**src/rtl/paged_pc.sv**
```systemverilog
module paged_pc #(
  parameter int OFS_W  = 8,
  parameter int PAGE_W = 2,
  parameter int NPTR   = 3
) (
  input  logic                         clk,
  input  logic                         rst,
  input  logic                         step,
  input  logic                         jump,
  input  logic [OFS_W-1:0]             jump_target,
  input  logic                         bank_load,
  input  logic [PAGE_W-1:0]            bank_value,
  input  logic [NPTR-1:0]              ptr_load,
  input  logic [NPTR-1:0]              ptr_inc,
  input  logic [OFS_W-1:0]             ptr_data,
  output logic [OFS_W+PAGE_W-1:0]      fetch_addr,
  output logic [NPTR*(OFS_W+PAGE_W)-1:0] ptr_addr
);
  localparam int AW = OFS_W + PAGE_W;

  logic [OFS_W-1:0]  pc_ofs;
  logic [PAGE_W-1:0] pc_page;
  logic [PAGE_W-1:0] bank;

  always_ff @(posedge clk) begin
    if (rst) begin
      pc_ofs  <= '0;
      pc_page <= '0;
      bank    <= '0;
    end else begin
      if (jump) begin
        pc_ofs  <= jump_target;
        pc_page <= bank;
      end else if (step) begin
        pc_ofs  <= pc_ofs + 1'b1;
      end
      if (bank_load) bank <= bank_value;
    end
  end

  assign fetch_addr = {pc_page, pc_ofs};

  for (genvar i = 0; i < NPTR; i++) begin : g_ptr
    logic [OFS_W-1:0]  p_ofs;
    logic [PAGE_W-1:0] p_page;

    always_ff @(posedge clk) begin
      if (rst) begin
        p_ofs  <= '0;
        p_page <= '0;
      end else begin
        if (ptr_load[i])     p_ofs <= ptr_data;
        else if (ptr_inc[i]) p_ofs <= p_ofs + 1'b1;
        if (jump)            p_page <= bank;
      end
    end

    assign ptr_addr[i*AW +: AW] = {p_page, p_ofs};

    a_r7_ptr_page_follows: assert property (@(posedge clk) disable iff (rst)
      jump |=> ptr_addr[i*AW+OFS_W +: PAGE_W] == fetch_addr[AW-1 -: PAGE_W]);
    a_r9_ptr_page_kept: assert property (@(posedge clk) disable iff (rst)
      !jump |=> $stable(ptr_addr[i*AW+OFS_W +: PAGE_W]));
    a_r9_ptr_load: assert property (@(posedge clk) disable iff (rst)
      ptr_load[i] |=> ptr_addr[i*AW +: OFS_W] == $past(ptr_data));
  end

  a_r1_reset_clears: assert property (@(posedge clk)
    rst |=> fetch_addr == '0 && ptr_addr == '0);
  a_r4_jump_offset: assert property (@(posedge clk) disable iff (rst)
    jump |=> fetch_addr[OFS_W-1:0] == $past(jump_target));
  a_r2_step_keeps_page: assert property (@(posedge clk) disable iff (rst)
    (step && !jump) |=> fetch_addr[OFS_W-1:0] == $past(fetch_addr[OFS_W-1:0]) + 1'b1
                        && $stable(fetch_addr[AW-1 -: PAGE_W]));
  a_r6_page_only_on_jump: assert property (@(posedge clk) disable iff (rst)
    !jump |=> $stable(fetch_addr[AW-1 -: PAGE_W]));
  a_r8_idle_holds: assert property (@(posedge clk) disable iff (rst)
    (!jump && !step) |=> $stable(fetch_addr));
endmodule

```
**config.mk**
```make
export PLATFORM = sky130hd
export DESIGN_NAME = paged_pc
export DESIGN_NICKNAME = d
export VERILOG_FILES = /design/src/rtl/paged_pc.sv
export SDC_FILE = /design/constraint.sdc
export NUM_CORES = 1
export LEC_CHECK = 0
export ABC_AREA = 1
export BUFFER_PORTS_ARGS = -buffer_cell sky130_fd_sc_hd__buf_2
export CAP_MARGIN = 10
export CORE_ASPECT_RATIO = 0.7
export CORE_MARGIN = 3
export CORE_UTILIZATION = 54
export DETAILED_ROUTE_END_ITERATION = 6
export PLACE_DENSITY = 0.92
export SETUP_SLACK_MARGIN = 0.4
export SYNTH_ARGS = -nofsm -noshare
export SYNTH_HDL_FRONTEND = slang
export SYNTH_SLANG_ARGS = --single-unit
```
**constraint.sdc**
```tcl
create_clock -name clk -period 2.1 [get_ports clk]
set_clock_uncertainty 0.15 [all_clocks]
set_input_delay 0.105 -clock clk [delete_from_list [all_inputs] [get_ports clk]]
set_output_delay 0.105 -clock clk [all_outputs]
set_load 0.02 [all_outputs]
```
==> metrics.yaml <==
status:
  outcome: "completed"
routing:
  initialDrtViolationCount: 208
  first_pass_iters: 5
  drt-vias-per-instance: 5.27
  via_count: 2273
  routed_wl_um: 5430
  post_drt_wl_per_cell_um: 12.6
  ant_nets: 0
  drcViolationCount: 0
logic_synthesis:
  synth_top_family_by_area: "simple AND/OR/NAND/NOR gates"
  ys.flop_type: "dfxtp_1"
  async_flop_share_pct: 0
  synth_edf_count: 0
  synth_fa_ha_area_share_pct: 2.38
  seq_area_frac_synth_pct: 34.3
  synth_area_leaders: "dfxtp_1 (34%), nand2_1 (14%), nand3_1 (8.8%), a22oi_1 (5.7%), inv_1 (5.7%)"
  ys_top_cells_by_count: "nand2_1 (80), nand3_1 (37), dfxtp_1 (36)"
  netlist_instances: 307
  yosys.area.top_type: "dfxtp_1"
  netlist.area_leader.share_pct: 34.3
  synth_nets: 340
  synth.most_common_cell: "nand2_1"
  yosys-mux-area-fraction_pct: 0
  avgSynthCellArea_um2: 6.84
  netlist_area_mm2: 0.00210
  synth_compound_area_share_pct: 16.7
  synth_xor_area_share_pct: 3.34
  ys_warn_count: 0
  synth-simple-area-share_pct: 32.1
  ys_seq_elements: 36
  yosys.cell_types.count: 25
pwr:
  power.total_mw: 1.57
  p_sw_mw: 0.487
  comb_power_share_pct: 21.4
  switching_share_pct: 31.0
  p_leak_nw: 1.25
  vdd_drop_max_uv: 452
  p_clk_share_pct: 28.5
  p_int_mw: 1.08
  powerDensity_mw_per_mm2: 600
  seqPwrFrac_pct: 50.1
sta:
  worst_pin_slew_ns: 0.443
  finalSetupViolCount: 0
  hold_viol_final: 0
  grt_setup_unrepaired: "false"
  clock.fmax_ghz: 0.682
  period_needed_ns: 1.47
  post-route-period-util_pct: 69.8
  slew_headroom_pct: 70.4
  slew_viol_final: 0
  tns_ns: 0
clocking:
  cts_sinks: 36
  clk_transition_reported_paths_ns: 0.06
  worstSkewPairLatency_ns: 0.28
  cts_max_level: 2
  cts_tree: "yes"
  cts-buffers-inserted: 5
  clockBufferDepth: 2
  cts_setup_buffers: 0
  clock-root-buffer: "clkbuf_8"
layout:
  num_antenna_cells: 0
  syn_to_final_growth_pct: 24.6
  design_area_mm2: 0.00262
  post_route_cells_drive_above_1_share_pct: 25.7
  fin_nets: 414
place:
  dp_hpwl_um: 4050
  io_buffers: 68
  gp_congestion: 0.907
  placed_cell_area_mm2: 0.00242
global_routing:
  antenna_found_initial: 0
  grt_util_all_layers_pct: 24.5
  grt_pass1_vias: 1992
  grt_max_degree: 22
  grt_overflow: 0
  grt_pass1_wl_um: 8970
setup_path:
  cp.arrival_ns: 1.48
  worst-path-max-fanout: 3
  critical-path-max-stage-delay_ns: 0.54
  r2r.worst_path.cells: 7
  crit_path_end_kind: "register"
  critPathKind: "input port to register"
  worst_path_max_delay_cell: "dlygate4sd3_1"
  path_cells: "dlygate4sd3_1 -> buf_2 -> inv_1 -> nor2_1 -> nor2_1 -> dlygate4sd3_1"
  worstSetupStartpointType: "input port"
  cp.required_ns: 2.11
floorplanning:
  rows: 18
  design.die.area_mm2: 0.00468
  dieWidth_um: 80.5
  core_area_mm2: 0.00363
  die_h_um: 58.2
  initial_core_util_pct: 57.9
  pin_count: 69
hold_path:
  min_path_type: "input port to register"
  hold-path-cell-count: 3
run:
  drv_cap: 0
==> placed cells by master (no fill, tap or decap) <==
master         instances
nor2_1                14
nand2_1               80
o21ai_0                4
clkbuf_1               1
a31oi_1                4
nand3_1               37
nor2_2                 7
dfxtp_1               36
buf_2                 68
ha_1                   4
nand4_1                3
clkinv_2               1
nor2_4                 4
inv_2                  8
a21oi_1               19
a22oi_1               16
xor2_1                 4
inv_1                 32
nand2_2                3
dlygate4sd3_1         12
nand3_2                1
o21bai_1               2
xnor2_1                4
clkbuf_8               5
a21oi_2                1
o221ai_1               3
o21ai_1                8
==> logic make-up after synthesis <==
group | Yosys count
buf+inv | 53
fa+ha+maj | 4
compound gates | 57
xor+xnor | 8
simple gates | 149
flops | 36
==> sequential cells by signal, indices dropped and copies added (netlist names) <==
signal,cells
bank,2
g_ptr.p_ofs,24
g_ptr.p_page,2
pc_ofs,8
==> stage by stage <==
step / util (%) / hold WS [ns] / setup slack [ns] / std cells
6_report: 72.2 / 0.0139 / 0.634 / 431
3_3_place_gp: 66.7 / 0.182 / 0.804 / 412
3_5_place_dp: 66.7 / 0.195 / 0.728 / 412
2_1_floorplan: - / 0.0899 / 0.698 / 307
5_1_grt: 72.2 / 0.0229 / 0.531 / 431
4_1_cts: 72.2 / 0.00679 / 0.664 / 431
==> metal layers <==
metal / global-route usage [%] / up-vias / share of wire, %
met5: 0 / - / 0
met4: 6.27 / 0 / 0.55
met3: 5.75 / 4 / 7.2
met2: 38.7 / 89 / 45
met1: 33.8 / 1025 / 47
li1: - / 1155 / -
==> path summary, 6_finish.rpt <==
path	from	to	slack [ns]
worst max-delay path	bank_load	bank[0]$_SDFFE_PP0P_	0.63
worst min-delay path	jump_target[7]	pc_ofs[7]$_SDFFE_PP0P_	0.01
worst max register to register	g_ptr[2].p_ofs[0]$_SDFFE_PP0P_	g_ptr[2].p_ofs[6]$_SDFFE_PP0P_	0.71
worst min register to register	bank[1]$_SDFFE_PP0P_	g_ptr[2].p_page[1]$_SDFFE_PP0P_	0.34
==> timing repair <==
action                    4_1_cts  5_1_grt
hold buffers                   12        0
resized for setup               0        0
hold endpoints to repair       10        0
==> power by group through the flow <==
| stage | registers, mW | clock network (mW) | logic (mW) |
|---|---|---|---|
| 6_report | 0.787 | 0.448 | 0.336 |
| 5_1_grt | 0.795 | 0.480 | 0.371 |
| 4_1_cts | 0.786 | 0.453 | 0.335 |
| 3_5_place_dp | 0.800 | 0 | 0.316 |
| 3_3_place_gp | 0.798 | 0 | 0.310 |
| 2_1_floorplan | 0.843 | 0 | 0.165 |
==> worst max-delay path, delay by kind of cell <==
family | cells | cell delay, ns
AND/OR/NAND/NOR | 2 | 0.16
buffers and inverters | 4 | 1.22
==> cell type report <==
type | instances | area, um^2
multi-input combinational | 218 | 1140
fill | 316 | 1010
sequential | 36 | 721
timing repair buffer | 80 | 460
inverter | 40 | 150
clock buffer | 6 | 72.6
tap | 50 | 62.6
clock inverter | 1 | 5.00
(Power assumes the default switching activity.)
